`src/rtl/sysClkDivider_pkg.sv`:
```
package sysClkDivider_pkg;
  localparam int NCH        = 6;   // divided channels
  localparam int NOUT       = 7;   // outputs with enables
  localparam int RATIO_W    = 5;
  localparam int FRAME_NORM = 24;
  localparam int FRAME_TEST = 16;
  localparam int FRAME_W    = $clog2(FRAME_NORM);

  localparam int CH_CPU  = 0;
  localparam int CH_HALF = 1;
  localparam int CH_66   = 2;
  localparam int CH_PCI  = 3;
  localparam int CH_APIC = 4;
  localparam int CH_48   = 5;
  localparam int CH_REF  = 6;

  typedef enum logic [2:0] {
    MODE_OFF      = 3'b000,
    MODE_RSV_LO   = 3'b001,
    MODE_S100_NO48 = 3'b010,
    MODE_S100     = 3'b011,
    MODE_TEST     = 3'b100,
    MODE_RSV_HI   = 3'b101,
    MODE_S133_NO48 = 3'b110,
    MODE_S133     = 3'b111
  } modeCode_t;

  typedef struct packed {
    logic                           restart;
    logic                           run;
    logic                           testMode;
    logic                           forceLow;
    logic [NOUT-1:0]                oe;
    logic [NCH-1:0][RATIO_W-1:0]    ratio;
  } divCtrl_t;

  function automatic logic [RATIO_W-1:0] ratioFor(input logic [2:0] code, input int ch);
    logic [RATIO_W-1:0] r;
    if (code == MODE_TEST) begin
      case (ch)
        CH_CPU:  r = 5'd2;
        CH_HALF: r = 5'd4;
        CH_66:   r = 5'd4;
        CH_PCI:  r = 5'd8;
        CH_APIC: r = 5'd16;
        default: r = 5'd2;
      endcase
    end else begin
      case (ch)
        CH_CPU:  r = code[2] ? 5'd3 : 5'd4;
        CH_HALF: r = code[2] ? 5'd6 : 5'd8;
        CH_66:   r = 5'd6;
        CH_PCI:  r = 5'd12;
        CH_APIC: r = 5'd24;
        default: r = 5'd2;
      endcase
    end
    return r;
  endfunction
endpackage

```
`src/rtl/clkDivider.sv`:
```
module clkDivider #(
  parameter int RW = 5
) (
  input  logic          clk,
  input  logic          rstN,
  input  logic          restart,
  input  logic          run,
  input  logic [RW-1:0] ratio,
  output logic          divOut
);
  logic [RW-1:0] cnt;
  logic [RW:0]   hiLen;

  assign hiLen = ({1'b0, ratio} + 1'b1) >> 1;

  always_ff @(posedge clk or negedge rstN) begin
    if (!rstN)                          cnt <= '0;
    else if (restart || !run)           cnt <= '0;
    else if (cnt == ratio - 1'b1)       cnt <= '0;
    else                                cnt <= cnt + 1'b1;
  end

  assign divOut = run && ({1'b0, cnt} < hiLen);
endmodule

```
`src/rtl/clkModeCtrl.sv`:
```
module clkModeCtrl
  import sysClkDivider_pkg::*;
#(
  parameter int LOCK_W = 16
) (
  input  logic              clk,
  input  logic              rstN,
  input  logic [2:0]        modeSel,
  input  logic              pwrDnN,
  input  logic [LOCK_W-1:0] lockCycles,
  output divCtrl_t          dc,
  output logic [2:0]        activeCode,
  output logic              pdActive,
  output logic              lockOk,
  output logic              illegal
);
  logic [FRAME_W-1:0] frame;
  logic [FRAME_W-1:0] frameLast;
  logic [LOCK_W-1:0]  lockCnt;
  logic               isNormal, isTest, runNow, boundary;

  assign isNormal  = activeCode[1];
  assign isTest    = (activeCode == MODE_TEST);
  assign runNow    = lockOk && !pdActive && (isNormal || isTest);
  assign frameLast = isTest ? FRAME_W'(FRAME_TEST - 1) : FRAME_W'(FRAME_NORM - 1);
  assign boundary  = !runNow || (frame == frameLast);
  assign illegal   = (activeCode[1:0] == 2'b01);

  always_ff @(posedge clk or negedge rstN) begin
    if (!rstN) begin
      activeCode <= MODE_OFF;
      pdActive   <= 1'b1;
      frame      <= '0;
    end else if (boundary) begin
      activeCode <= modeSel;
      pdActive   <= !pwrDnN;
      frame      <= '0;
    end else begin
      frame      <= frame + 1'b1;
    end
  end

  always_ff @(posedge clk or negedge rstN) begin
    if (!rstN) begin
      lockCnt <= '0;
      lockOk  <= 1'b0;
    end else if (pdActive) begin
      lockCnt <= '0;
      lockOk  <= 1'b0;
    end else if (!lockOk) begin
      if (lockCnt == lockCycles) lockOk  <= 1'b1;
      else                       lockCnt <= lockCnt + 1'b1;
    end
  end

  always_comb begin
    dc.restart  = boundary;
    dc.run      = runNow;
    dc.testMode = isTest;
    dc.forceLow = pdActive;
    dc.oe       = '0;
    if (pdActive)      dc.oe = '1;
    else if (isTest)   dc.oe = '1;
    else if (isNormal) begin
      dc.oe        = '1;
      dc.oe[CH_48] = activeCode[0];
    end
    for (int ch = 0; ch < NCH; ch++) dc.ratio[ch] = ratioFor(activeCode, ch);
  end
endmodule

```
`src/rtl/clkDivPath.sv`:
```
module clkDivPath
  import sysClkDivider_pkg::*;
(
  input  logic            clk,
  input  logic            rstN,
  input  divCtrl_t        dc,
  input  logic            clk48In,
  input  logic            refIn,
  output logic [NCH-1:0]  divBus,
  output logic [NOUT-1:0] dataBus,
  output logic [NOUT-1:0] oeBus
);
  logic [NOUT-1:0] raw;

  for (genvar ch = 0; ch < NCH; ch++) begin : g_div
    clkDivider #(.RW(RATIO_W)) i_div (
      .clk     (clk),
      .rstN    (rstN),
      .restart (dc.restart),
      .run     (dc.run),
      .ratio   (dc.ratio[ch]),
      .divOut  (divBus[ch])
    );
  end

  always_comb begin
    raw[CH_APIC:CH_CPU] = divBus[CH_APIC:CH_CPU];
    raw[CH_48]  = dc.testMode ? divBus[CH_48] : (clk48In && dc.run);
    raw[CH_REF] = (dc.testMode ? clk : refIn) && dc.run;
  end

  assign oeBus   = dc.oe;
  assign dataBus = (dc.forceLow) ? '0 : (raw & dc.oe);
endmodule

```
`src/rtl/sysClkDivider.sv`:
```
module sysClkDivider
  import sysClkDivider_pkg::*;
#(
  parameter int LOCK_W = 16
) (
  input  logic              clk,
  input  logic              rstN,
  input  logic [2:0]        modeSel,
  input  logic              pwrDnN,
  input  logic [LOCK_W-1:0] lockCycles,
  input  logic              clk48In,
  input  logic              refIn,
  output logic              cpuClk,
  output logic              cpuOe,
  output logic              cpuHalfClk,
  output logic              cpuHalfOe,
  output logic              clk66,
  output logic              oe66,
  output logic              pciClk,
  output logic              pciOe,
  output logic              apicClk,
  output logic              apicOe,
  output logic              clk48,
  output logic              oe48,
  output logic              refClk,
  output logic              refOe,
  output logic              illegalCode,
  output logic              lockDone
);
  divCtrl_t        dc;
  logic [2:0]      activeCode;
  logic            pdActive;
  logic [NCH-1:0]  divBus;
  logic [NOUT-1:0] dataBus, oeBus;

  clkModeCtrl #(.LOCK_W(LOCK_W)) i_ctrl (
    .clk        (clk),
    .rstN       (rstN),
    .modeSel    (modeSel),
    .pwrDnN     (pwrDnN),
    .lockCycles (lockCycles),
    .dc         (dc),
    .activeCode (activeCode),
    .pdActive   (pdActive),
    .lockOk     (lockDone),
    .illegal    (illegalCode)
  );

  clkDivPath i_path (
    .clk     (clk),
    .rstN    (rstN),
    .dc      (dc),
    .clk48In (clk48In),
    .refIn   (refIn),
    .divBus  (divBus),
    .dataBus (dataBus),
    .oeBus   (oeBus)
  );

  assign {refClk, clk48, apicClk, pciClk, clk66, cpuHalfClk, cpuClk} = dataBus;
  assign {refOe,  oe48,  apicOe,  pciOe,  oe66,  cpuHalfOe,  cpuOe } = oeBus;
endmodule

```
`config.mk`:
```
export PLATFORM = sky130hd
export DESIGN_NAME = sysClkDivider
export DESIGN_NICKNAME = d
export VERILOG_FILES = /design/src/rtl/sysClkDivider_pkg.sv /design/src/rtl/clkDivider.sv /design/src/rtl/clkModeCtrl.sv /design/src/rtl/clkDivPath.sv /design/src/rtl/sysClkDivider.sv
export SDC_FILE = /design/constraint.sdc
export NUM_CORES = 1
export LEC_CHECK = 0
export ABC_AREA = 1
export CAP_MARGIN = 5
export CORE_MARGIN = 1
export CORE_UTILIZATION = 40
export CTS_CLUSTER_SIZE = 8
export DETAILED_ROUTE_END_ITERATION = 12
export PLACE_DENSITY = 0.64
export SLEW_MARGIN = 20
export SYNTH_ARGS = -nofsm -noshare
export SYNTH_HDL_FRONTEND = slang
export SYNTH_SLANG_ARGS = --single-unit
export TNS_END_PERCENT = 30
```
`constraint.sdc`:
```
create_clock -name clk -period 2.7 [get_ports clk]
set_clock_uncertainty 0.15 [all_clocks]
set_input_delay 0.27 -clock clk [delete_from_list [all_inputs] [get_ports clk]]
set_output_delay 0.27 -clock clk [all_outputs]
set_load 0.005 [all_outputs]
```
# Word-level counts from Yosys, hierarchy flattened

Index checks and enable logic that the tools add are counted.

Word-level logic and storage cells: 98
Output and inout bits: 16
Flip-flop bits (word level): 56

$lt $le $gt $ge: 6
$add $sub $neg: 18
Bitwise operators: 1
Equality and inequality tests: 12
Reduce and logical (&&, ||, !) cells: 17
Mux-type cells: 33

Operators with widths:

| kind                  | count |
|---|---|
| $mux 5                | 16 |
| $mux 16               | 3 |
| $add 5x1->5 const B   | 7 |
| $eq 5x5->1            | 6 |
| $mux 7                | 4 |
| $lt 5x5->1            | 5 |
| $add 5x1->6 const B   | 3 |
| $add 16x1->16 const B | 1 |
| $eq 16x16->1          | 1 |
| $sub 5x1->5 const B   | 3 |
| $logic_and 1x1->1     | 10 |
| $mux 4                | 2 |
| $and 7x7->7           | 1 |
| $mux 3                | 2 |
| $add 4x1->5 const B   | 1 |
| $eq 5x1->1 const B    | 1 |
| $lt 5x1->1 const B    | 1 |
| $mux 1                | 5 |
| $sub 4x1->5 const B   | 1 |
| $add 3x1->4 const B   | 1 |
| $ne 2x1->1 const B    | 2 |
| $sub 3x1->4 const B   | 1 |
| $eq 3x3->1 const B    | 1 |
| $logic_not 1->1       | 3 |
| 4 further kinds       | 6 |

# Depth between registers and ports, before layout

Word-level depth: 7
Depth in mapped cells: 11
Gate-level depth less buffers: 10

# Hierarchy

From an unflattened synthesis, not the netlist that was laid out.

Cell total of the unflattened synthesis: 870
Area total of the unflattened synthesis: 5534.1 um^2

By module, submodules not included:

| module      | instances | area an instance (um^2) | cells each | seq. area each (um^2) |
|---|---|---|---|---|
| clkDivider  | 6         | 549.3                   | 86         | 125.1 |
| clkModeCtrl | 1         | 2087.0                  | 322        | 651.9 |
| clkDivPath  | 1         | 151.4                   | 32         | 0.0 |

==> flow_summary.ini <==
[timing]
period_minus_slack_ns = 2.56
finalHoldViolCount = 0
worst_pin_slew_ns = 0.553
period_share = 0.946
rsz0062_at_grt = no
maxSlewViolCount = 0
setup_viol = 0
fin_setup_tns_ns = 0
fmax_mhz = 392
slew_headroom = 0.631

[worst_setup_path]
start_kind = clock port
crit_type = clock port to primary output
crit_family = buffers and inverters
rrSetupSlack_ns = 0.69
cp-end-kind = primary output
cp_slowest_cell = clkdlybuf4s50_1
cp_cell_sequence = clkbuf_8 > clkbuf_8 > nand2_1 > a21oi_1 > clkdlybuf4s50_1
cp.required_ns = 2.28
path_max_fanout = 2
crit_buf_inv = 3
critical_path_arrival_ns = 2.14
cpMostUsedCell = clkbuf_8
critPathMaxStageDelay_ns = 0.45

[global_route]
grt_use_met1 = 0.242
grt_remaining_overflow = 0
grt_pass1_vias = 2881
globalRouteTotalUtil = 0.189
grtUsageMet2 = 0.313
antenna_found_initial = 0
top_usage_layer = met2
grt_first_pass_wirelength_um = 12900
grt_start_max_net_pins = 24
met3_usage = 0.0356

[status]
outcome = completed

[routing]
drt_iter0_drc = 163
wl_per_cell_um = 12.2
dr.pass1.iters = 4
antenna_left = 0
routed_wl_um = 7430
avgViaCountPerCell = 4.81
dr_total_vias = 2938
drc = 0

[layout]
diodes = 0
drive_above_1_share = 0.0870
final_cell_area_um2 = 4070
area_growth_pct = 20.4
nets = 542

[floorplanning]
ioPinCount = 40
core_um2 = 8180
rows = 33
dieArea_um2 = 8820
start_util = 0.413
die_height_um = 93.9
die_w_um = 93.9

[clock_network]
tritoncts = done
clk_pin_slew_ns = 0.10
clkLatencyLatePin_ns = 0.41

[synthesis]
yosys_warnings = 0
postSynthCellCount = 458
synthTopCellsByArea = dfrtp_1, nand2_1, nor2_1
synth.distinct_cells = 36
synth_nets = 495
ys_ff_latch = 56
syn_area_per_cell_um2 = 7.38
yosys.area.top_type_share = 0.407
yosysSeqAreaShare = 0.415
yosys.area.top_type = dfrtp_1
syn-cell-area_um2 = 3380

[place]
dp_hpwl_um = 5300
portBuffers = 39
dpl_cell_area_um2 = 3850
place.gp.congestion = 0.899

[power]
p_leak_uw = 0.00195
power.density_nw_per_um2 = 409
vdd_drop_max_v = 0.000233

[worst_hold_path]
hold_class = input pin to flop

[flow_run]
max_cap_viol_count = 0
[report_power, final]
part	total, µW	switching (µW)	leakage [µW]	internal (µW)
Sequential	857	11.0	0.000770	846
Clock	670	299	0.0000823	371
Combinational	136	65.8	0.00110	70.6
[sequential cells by signal, summed over array words and instances, names as in the netlist]
name and flops:
i_path.g_div.i_div.cnt 30, i_ctrl.frame 5, i_ctrl.lockCnt 16, i_ctrl.pdActive 1, i_ctrl.activeCode 3, i_ctrl.lockOk 1
[synth_stat cells (all sizes together)]
| cell type | instances |
|---|---|
| buf | 13 |
| dfrtp | 55 |
| nand3 | 45 |
| xor2 | 13 |
| nor4 | 2 |
| ha | 13 |
| o211ai | 3 |
| nor3 | 10 |
| clkbuf | 1 |
| a21oi | 10 |
| a31oi | 1 |
| o21ai | 14 |
| inv | 50 |
| and3 | 1 |
| dfstp | 1 |
| xnor2 | 11 |
| nand2 | 118 |
| conb | 1 |
| and2 | 1 |
| or2 | 2 |
| a211oi | 1 |
| a31o | 1 |
| o221ai | 1 |
| nor2 | 87 |
| nand4 | 2 |
| o21bai | 1 |
[timing repair]
item / CTS / global route
pin swaps: 3 / 0
endpoints found under the setup margin: 6 / 3
endpoints found under the hold margin: 20 / 0
hold buffers: 1 / 0
gates resized for setup: 3 / 5
setup buffers: 5 / 0
[per-stage QoR]
stage,hold WS (ns),utilization,total power (µW),setup slack [ns],cells
2_1_floorplan,-0.176,-,930,0.821,458
6_report,0.213,0.498,1660,0.145,611
3_3_place_gp,0.135,0.471,1000,0.287,594
4_1_cts,0.207,0.496,1690,0.0473,611
3_5_place_dp,0.144,0.471,1010,0.250,594
5_1_grt,0.215,0.498,1730,0.0466,611
[cell type report]
class / instances / area, µm²
tap: 105 / 131
clock inverter: 2 / 35.0
inverter: 50 / 190
fill: 815 / 4110
timing repair buffer: 50 / 469
sequential: 56 / 1400
multi-input combinational: 338 / 1720
clock buffer: 10 / 124
[placed cells by master, fill, tap and decap left out, types with 2 or more instances in the layout]
master           synthesis  final
a21oi_1                  8      8
a21oi_2                  2      2
buf_4                    6     11
clkbuf_8                 0      8
clkdlybuf4s50_1          0     36
dfrtp_1                 55     55
ha_1                    13     13
inv_1                   46     45
inv_2                    4      4
nand2_1                115    114
nand2_2                  2      3
nand3_1                 44     44
nand4_1                  2      2
nor2_1                  85     85
nor2_2                   2      2
nor3_1                   9      9
nor4_2                   0      2
o211ai_1                 3      3
o21ai_0                 10     10
o21ai_1                  4      4
or2_2                    2      2
xnor2_1                 11     11
xor2_1                  13     13
[path summary, 6_finish.rpt]
check / start / endpoint / cells after the start
setup / recovery: clk / refClk / 5
hold / removal: pwrDnN / i_ctrl.pdActive / 2
setup reg to reg: i_ctrl.activeCode[1] / i_path.g_div[2].i_div.cnt[2] / 10
hold reg to reg: i_path.g_div[2].i_div.cnt[0] / i_path.g_div[2].i_div.cnt[0] / 1
max in group asynchronous: rstN / i_path.g_div[4].i_div.cnt[3] / 3
min in group asynchronous: rstN / i_ctrl.lockCnt[8] / 2
[layer usage]
layer | share of wire | wire length, µm
met5 | 0 | 0
met2 | 0.48 | 3570
met3 | 0.043 | 318
met4 | 0.011 | 84
met1 | 0.47 | 3460
[cell families (layout without fill, tap and decap cells)]
logic type / count (synthesis) / in the layout / synth area share
buf+inv: 64 / 112 / 0.0833
xor+xnor: 24 / 24 / 0.0622
compound gates: 32 / 32 / 0.0559
simple gates: 268 / 268 / 0.334
other cells: 1 / 1 / 0.00111
flops: 56 / 56 / 0.415
fa+ha+maj: 13 / 13 / 0.0481
Power figures use the tool's default switching activity.
